File: src/rtl/seq_pkg.sv
package seq_pkg;
  function automatic int unsigned lvl_min(input int unsigned full);
    return (full * 11) / 30;
  endfunction

  function automatic int unsigned lvl_cap(input int unsigned full, input int unsigned pct);
    return (full * pct) / 100;
  endfunction
endpackage

File: src/rtl/seq_arm.sv
module seq_arm (
  input  logic clk_i,
  input  logic rst_ni,
  input  logic run_i,
  input  logic pwm1_i,
  input  logic pwm2_i,
  output logic armed_o
);
  logic armed_q;

  always_ff @(posedge clk_i or negedge rst_ni) begin
    if (!rst_ni) armed_q <= 1'b0;
    else         armed_q <= run_i & (armed_q | (pwm1_i & pwm2_i));
  end

  assign armed_o = armed_q;

  AST_ARM_CLR: assert property (@(posedge clk_i) disable iff (!rst_ni)
    !run_i |=> !armed_o);
endmodule

File: src/rtl/seq_ramp.sv
module seq_ramp #(
  parameter int unsigned RAMP_W     = 8,
  parameter int unsigned STEP_TICKS = 16
) (
  input  logic              clk_i,
  input  logic              rst_ni,
  input  logic              run_i,
  input  logic              armed_i,
  input  logic              latch_i,
  input  logic              tick_i,
  output logic [RAMP_W-1:0] ramp_o
);
  localparam int unsigned CNT_W = (STEP_TICKS > 1) ? $clog2(STEP_TICKS) : 1;
  localparam logic [CNT_W-1:0]  CNT_LAST = CNT_W'(STEP_TICKS - 1);
  localparam logic [RAMP_W-1:0] FULL     = {RAMP_W{1'b1}};

  logic [CNT_W-1:0]  cnt_q;
  logic [RAMP_W-1:0] ramp_q;
  logic              hold;

  assign hold = !run_i || latch_i || !armed_i;

  always_ff @(posedge clk_i or negedge rst_ni) begin
    if (!rst_ni) begin
      cnt_q  <= '0;
      ramp_q <= '0;
    end else if (hold) begin
      cnt_q  <= '0;
      ramp_q <= '0;
    end else if (tick_i) begin
      if (cnt_q == CNT_LAST) begin
        cnt_q <= '0;
        if (ramp_q != FULL) ramp_q <= ramp_q + 1'b1;
      end else begin
        cnt_q <= cnt_q + 1'b1;
      end
    end
  end

  assign ramp_o = ramp_q;

  AST_RAMP_DISCHARGE: assert property (@(posedge clk_i) disable iff (!rst_ni)
    !run_i |=> (ramp_o == '0));
  AST_RAMP_LATCH: assert property (@(posedge clk_i) disable iff (!rst_ni)
    latch_i |=> (ramp_o == '0));
  AST_RAMP_STEP: assert property (@(posedge clk_i) disable iff (!rst_ni)
    (ramp_o > $past(ramp_o)) |-> (ramp_o == $past(ramp_o) + 1'b1));
  AST_RAMP_SAT: assert property (@(posedge clk_i) disable iff (!rst_ni)
    (ramp_o == FULL && !hold) |=> (ramp_o == FULL || !run_i || latch_i || !armed_i));
endmodule

File: src/rtl/seq_drive.sv
module seq_drive #(
  parameter int unsigned       RAMP_W  = 8,
  parameter logic [RAMP_W-1:0] MIN_LVL = '0,
  parameter logic [RAMP_W-1:0] CAP_LVL = '1
) (
  input  logic              run_i,
  input  logic              stb_i,
  input  logic              vcc_ok_i,
  input  logic              reg_ok_i,
  input  logic              latch_i,
  input  logic              pwm1_i,
  input  logic              pwm2_i,
  input  logic [RAMP_W-1:0] ramp_i,
  output logic              gate_en_o,
  output logic [RAMP_W-1:0] duty_o,
  output logic              dim_o,
  output logic              open_en_o,
  output logic              dis_o
);
  localparam logic [RAMP_W-1:0] FULL = {RAMP_W{1'b1}};

  logic active, disch;

  assign active = run_i & ~latch_i;
  // discharge window: standby off, regulator still alive
  assign disch  = ~stb_i & reg_ok_i & vcc_ok_i;

  always_comb begin
    gate_en_o = active & pwm1_i & (ramp_i >= MIN_LVL);
    duty_o    = '0;
    if (gate_en_o) duty_o = (ramp_i > CAP_LVL) ? CAP_LVL : ramp_i;
    dim_o     = (active | disch) & pwm1_i & pwm2_i;
    open_en_o = active & (ramp_i == FULL);
    dis_o     = disch;
  end
endmodule

File: src/rtl/led_boost_seq.sv
module led_boost_seq #(
  parameter int unsigned RAMP_W       = 8,
  parameter int unsigned STEP_TICKS   = 16,
  parameter int unsigned DUTY_MAX_PCT = 95
) (
  input  logic              clk_i,
  input  logic              rst_ni,
  input  logic              stb_i,
  input  logic              vcc_ok_i,
  input  logic              vin_ok_i,
  input  logic              reg_ok_i,
  input  logic              pwm1_i,
  input  logic              pwm2_i,
  input  logic              latch_off_i,
  input  logic              tick_i,
  output logic              gate_en_o,
  output logic [RAMP_W-1:0] duty_lim_o,
  output logic              dim_o,
  output logic              open_en_o,
  output logic              reg_dis_o,
  output logic [RAMP_W-1:0] ss_level_o
);
  import seq_pkg::*;

  localparam int unsigned       FULL_I  = (1 << RAMP_W) - 1;
  localparam logic [RAMP_W-1:0] FULL    = RAMP_W'(FULL_I);
  localparam logic [RAMP_W-1:0] MIN_LVL = RAMP_W'(lvl_min(FULL_I));
  localparam logic [RAMP_W-1:0] CAP_LVL = RAMP_W'(lvl_cap(FULL_I, DUTY_MAX_PCT));

  logic              run;
  logic              armed;
  logic [RAMP_W-1:0] ramp;

  assign run = stb_i & vcc_ok_i & vin_ok_i & reg_ok_i;

  seq_arm u_arm (
    .clk_i   (clk_i),
    .rst_ni  (rst_ni),
    .run_i   (run),
    .pwm1_i  (pwm1_i),
    .pwm2_i  (pwm2_i),
    .armed_o (armed)
  );

  seq_ramp #(.RAMP_W(RAMP_W), .STEP_TICKS(STEP_TICKS)) u_ramp (
    .clk_i   (clk_i),
    .rst_ni  (rst_ni),
    .run_i   (run),
    .armed_i (armed),
    .latch_i (latch_off_i),
    .tick_i  (tick_i),
    .ramp_o  (ramp)
  );

  seq_drive #(.RAMP_W(RAMP_W), .MIN_LVL(MIN_LVL), .CAP_LVL(CAP_LVL)) u_drive (
    .run_i     (run),
    .stb_i     (stb_i),
    .vcc_ok_i  (vcc_ok_i),
    .reg_ok_i  (reg_ok_i),
    .latch_i   (latch_off_i),
    .pwm1_i    (pwm1_i),
    .pwm2_i    (pwm2_i),
    .ramp_i    (ramp),
    .gate_en_o (gate_en_o),
    .duty_o    (duty_lim_o),
    .dim_o     (dim_o),
    .open_en_o (open_en_o),
    .dis_o     (reg_dis_o)
  );

  assign ss_level_o = ramp;

  AST_GATE_NEEDS_RUN: assert property (@(posedge clk_i) disable iff (!rst_ni)
    gate_en_o |-> (stb_i && vcc_ok_i && vin_ok_i && reg_ok_i));
  AST_GATE_THRESH: assert property (@(posedge clk_i) disable iff (!rst_ni)
    gate_en_o |-> (ss_level_o >= MIN_LVL));
  AST_DUTY_CAP: assert property (@(posedge clk_i) disable iff (!rst_ni)
    duty_lim_o <= CAP_LVL);
  AST_OPEN_AT_FULL: assert property (@(posedge clk_i) disable iff (!rst_ni)
    open_en_o |-> (ss_level_o == FULL));
  AST_SHUT_QUIET: assert property (@(posedge clk_i) disable iff (!rst_ni)
    !reg_ok_i |-> (!dim_o && !reg_dis_o));
endmodule

File: config.mk
export PLATFORM = sky130hd
export DESIGN_NAME = led_boost_seq
export DESIGN_NICKNAME = d
export VERILOG_FILES = /design/src/rtl/seq_pkg.sv /design/src/rtl/seq_arm.sv /design/src/rtl/seq_ramp.sv /design/src/rtl/seq_drive.sv /design/src/rtl/led_boost_seq.sv
export SDC_FILE = /design/constraint.sdc
export NUM_CORES = 1
export LEC_CHECK = 0
export ABC_AREA = 0
export BUFFER_PORTS_ARGS = -buffer_cell sky130_fd_sc_hd__buf_2
export CAP_MARGIN = 20
export CORE_MARGIN = 2
export CORE_UTILIZATION = 40
export DETAILED_ROUTE_END_ITERATION = 7
export GPL_TIMING_DRIVEN = 0
export PLACE_DENSITY = 0.78
export SYNTH_ARGS = -nofsm -noshare
export SYNTH_HDL_FRONTEND = slang
export SYNTH_SLANG_ARGS = --single-unit
File: constraint.sdc
create_clock -name clk_i -period 3.8 [get_ports clk_i]
set_input_delay 0.38 -clock clk_i [delete_from_list [all_inputs] [get_ports clk_i]]
set_output_delay 0.38 -clock clk_i [all_outputs]
set_load 0.01 [all_outputs]
==> impl_metrics.env <==
export IMPL_portBuffers=29
export IMPL_hold_buffers=1
export IMPL_critPathRequiredTime_ns=3.42
export IMPL_viasPerCell=5.35
export IMPL_root_buffer="clkbuf_4"
export IMPL_fp_dieH_um=50.5
export IMPL_cpPeakStageDelay_ns=0.44
export IMPL_power_leakage_nw=0.533
export IMPL_finalSetupViolCount=0
export IMPL_dpl_hpwl_mm=1.51
export IMPL_grt_pass1_wl_mm=3.48
export IMPL_syn_nets=112
export IMPL_grt_pass1_vias=807
export IMPL_clkLatencyLatePin_ns=0.27
export IMPL_cpLargestDelayFamily="simple AND/OR/NAND/NOR gates"
export IMPL_hold_path_class="input port to flop"
export IMPL_r2r_setup_slack_ns=1.98
export IMPL_max_freq_mhz=403
export IMPL_cts_made_buffers=3
export IMPL_synthTopCellsByArea="dfrtp_1 38%, ha_1 7.2%, nor2_1 6.1%, a21oi_1 3.5%, inv_1 3.0%"
export IMPL_cp_common_cell="inv_1"
export IMPL_grt_max_degree=14
export IMPL_worst_pin_slew_ns=0.490
export IMPL_crit_path_start_kind="flop"
export IMPL_synth_cell_type_count=36
export IMPL_placed_area_um2=1040
export IMPL_synth_seq_cells=13
export IMPL_die_area_um2=2550
export IMPL_synth_edf_count=0
export IMPL_grtUsageTotal_pct=17.8
export IMPL_async_reset_ff_share_pct=100
export IMPL_drt_iter0_drc=6
export IMPL_path_cells="inv_1 > ha_1 > nor2b_1 > o311ai_0 > nand3_1 > inv_1 > and3_2 > buf_2"
export IMPL_ys_seq_area_share_pct=37.6
export IMPL_cts_tree="done"
export IMPL_fin_worst_skew_ns=0.00401
export IMPL_crit_arrival_ns=2.10
export IMPL_ys_top_cells_by_count="14 x nor2_1, 13 x dfrtp_1, 7 x inv_1, 6 x a21oi_1, 6 x nand2_1"
export IMPL_multiInputGateArea_um2=509
export IMPL_die_x_um=50.5
export IMPL_clk_pin_slew_ns=0.08
export IMPL_cp_max_fo=6
export IMPL_critical_path_class="flop to primary output"
export IMPL_ioPinCount=30
export IMPL_via_count=846
export IMPL_drtPass1Iterations=4
export IMPL_syn_to_final_growth_pct=24.9
export IMPL_syn_area_per_cell_um2=8.91
export IMPL_slew_viol_final=0
export IMPL_power_density_nw_per_um2=218
export IMPL_status="finished clean"
export IMPL_core_area_um2=2000
export IMPL_rows=16
export IMPL_drcViolationCount=0
export IMPL_gp_congestion=0.854
export IMPL_initial_utilization_pct=43.2
export IMPL_critPathBufInv=3
export IMPL_antenna_found_initial=0
export IMPL_stdcell_area_um2=1080
export IMPL_min_period_ns=2.48
export IMPL_drive_gt1_share_pct=30.5
export IMPL_rsz0062_at_grt="no"
export IMPL_htreeDepth=1
export IMPL_maxSlewHeadroom_pct=67.3
export IMPL_fillers=198
export IMPL_critical_path_endpoint_type="primary output"
export IMPL_yosysTopAreaCell="dfrtp_1"
export IMPL_slowest_stage="dfrtp_1"
export IMPL_wl_per_cell_um=12.8
export IMPL_finalHoldViolCount=0
export IMPL_post_cts_resized=0
export IMPL_grt_ovfl_total=0
export IMPL_final_nets=147
export IMPL_post_cts_buffers=0
export IMPL_synth_cells=97
export IMPL_ff_latch_area_um2=325
export IMPL_cts_sinks=13
export IMPL_ys_flop_type="dfrtp_1"
export IMPL_yosys_cell_count_top_type="nor2_1"
export IMPL_drv_cap=0
export IMPL_antenna_left=0
export IMPL_clockBufferDepth=2
export IMPL_synth_warnings=0
export IMPL_timing_final_crit_share_pct=65.3
export IMPL_peakVddDrop_v=0.000168
export IMPL_synth_top_cell_area_share_pct=37.6
export IMPL_tns_ns=0
export IMPL_synth_area_um2=865
export IMPL_diodes=0
export IMPL_finalWirelength_mm=2.02
flip-flops by register name (all words and copies together), names as in the netlist:
| signal | count |
|---|---|
| u_arm.armed_o | 1 |
| u_ramp.cnt_q | 4 |
| u_ramp.ramp_o | 8 |
power by group:
| part | internal [W] | switching, W |
|---|---|---|
| sequential | 0.000138 | 0.0000000787 |
| combinational | 0.00000592 | 0.00000858 |
| clock | 0.0000406 | 0.0000415 |
| total | 0.000185 | 0.0000501 |
per-layer routing:
layer	track usage [%]	vias up	routed length, µm
met3	1.79	2	140
li1	-	426	-
met2	28.5	32	905
met5	0	-	0
met1	23.0	386	961
met4	10.8	0	9
worst min-delay path, delay by kind of cell:
| family | cells | cell delay (ns) |
|---|---|---|
| and+or+nand+nor | 2 | 0.15 |
| buffers and inverters | 1 | 0.11 |
placed cells by master (no fill, tap or decap), types with 3 or more instances in the layout:
cell / n
clkbuf_4: 3
ha_1: 5
nand3_1: 4
a21oi_1: 6
dfrtp_1: 13
buf_2: 29
nor3_1: 3
inv_1: 7
nor2_1: 14
a211oi_1: 3
nand2_1: 6
o21ai_0: 3
path summary, 6_finish.rpt:
path / start / endpoint / cells past startpoint
setup / recovery: u_ramp.ramp_o[0] / duty_lim_o[2] / 8
hold / removal: stb_i / u_arm.armed_o / 3
setup reg to reg: u_ramp.ramp_o[0] / u_ramp.ramp_o[7] / 5
hold reg to reg: u_arm.armed_o / u_arm.armed_o / 2
max in group asynchronous: rst_ni / u_arm.armed_o / 2
min in group asynchronous: rst_ni / u_ramp.ramp_o[5] / 2
logic make-up (layout without fill, tap and decap cells):
group                    after synthesis  after routing  synth area share [%]
XOR/XNOR                               3              3                  3.04
flip-flops                            13             13                  37.6
AO/OA/AOI/OAI                         21             21                  17.2
buffers and inverters                  8             42                  3.47
multiplexers                           2              2                  2.32
adder cells (fa/ha/maj)                5              5                  7.24
AND/OR/NAND/NOR                       45             45                  29.1
cell type report:
class / instances / share of cell area [%]
Inverter: 7 / 2.43
Buffer: 1 / 0.348
Sequential cell: 13 / 30.1
Tap cell: 27 / 3.13
Timing Repair Buffer: 30 / 14.4
Clock buffer: 4 / 2.43
Multi-Input combinational cell: 76 / 47.2
metrics by stage:
stage | setup slack (ns) | hold WS (ns) | util (%) | instances | total power [W]
6_report | 1.32 | 0.406 | 53.9 | 158 | 0.000235
5_1_grt | 1.13 | 0.392 | 53.9 | 158 | 0.000248
4_1_cts | 1.29 | 0.391 | 53.9 | 158 | 0.000240
3_5_place_dp | 1.59 | 0.288 | 52.1 | 153 | 0.000155
3_3_place_gp | 1.63 | 0.281 | 52.1 | 153 | 0.000154
2_1_floorplan | 1.75 | 0.0844 | - | 97 | 0.000144
Power figures use the tool's default switching activity.
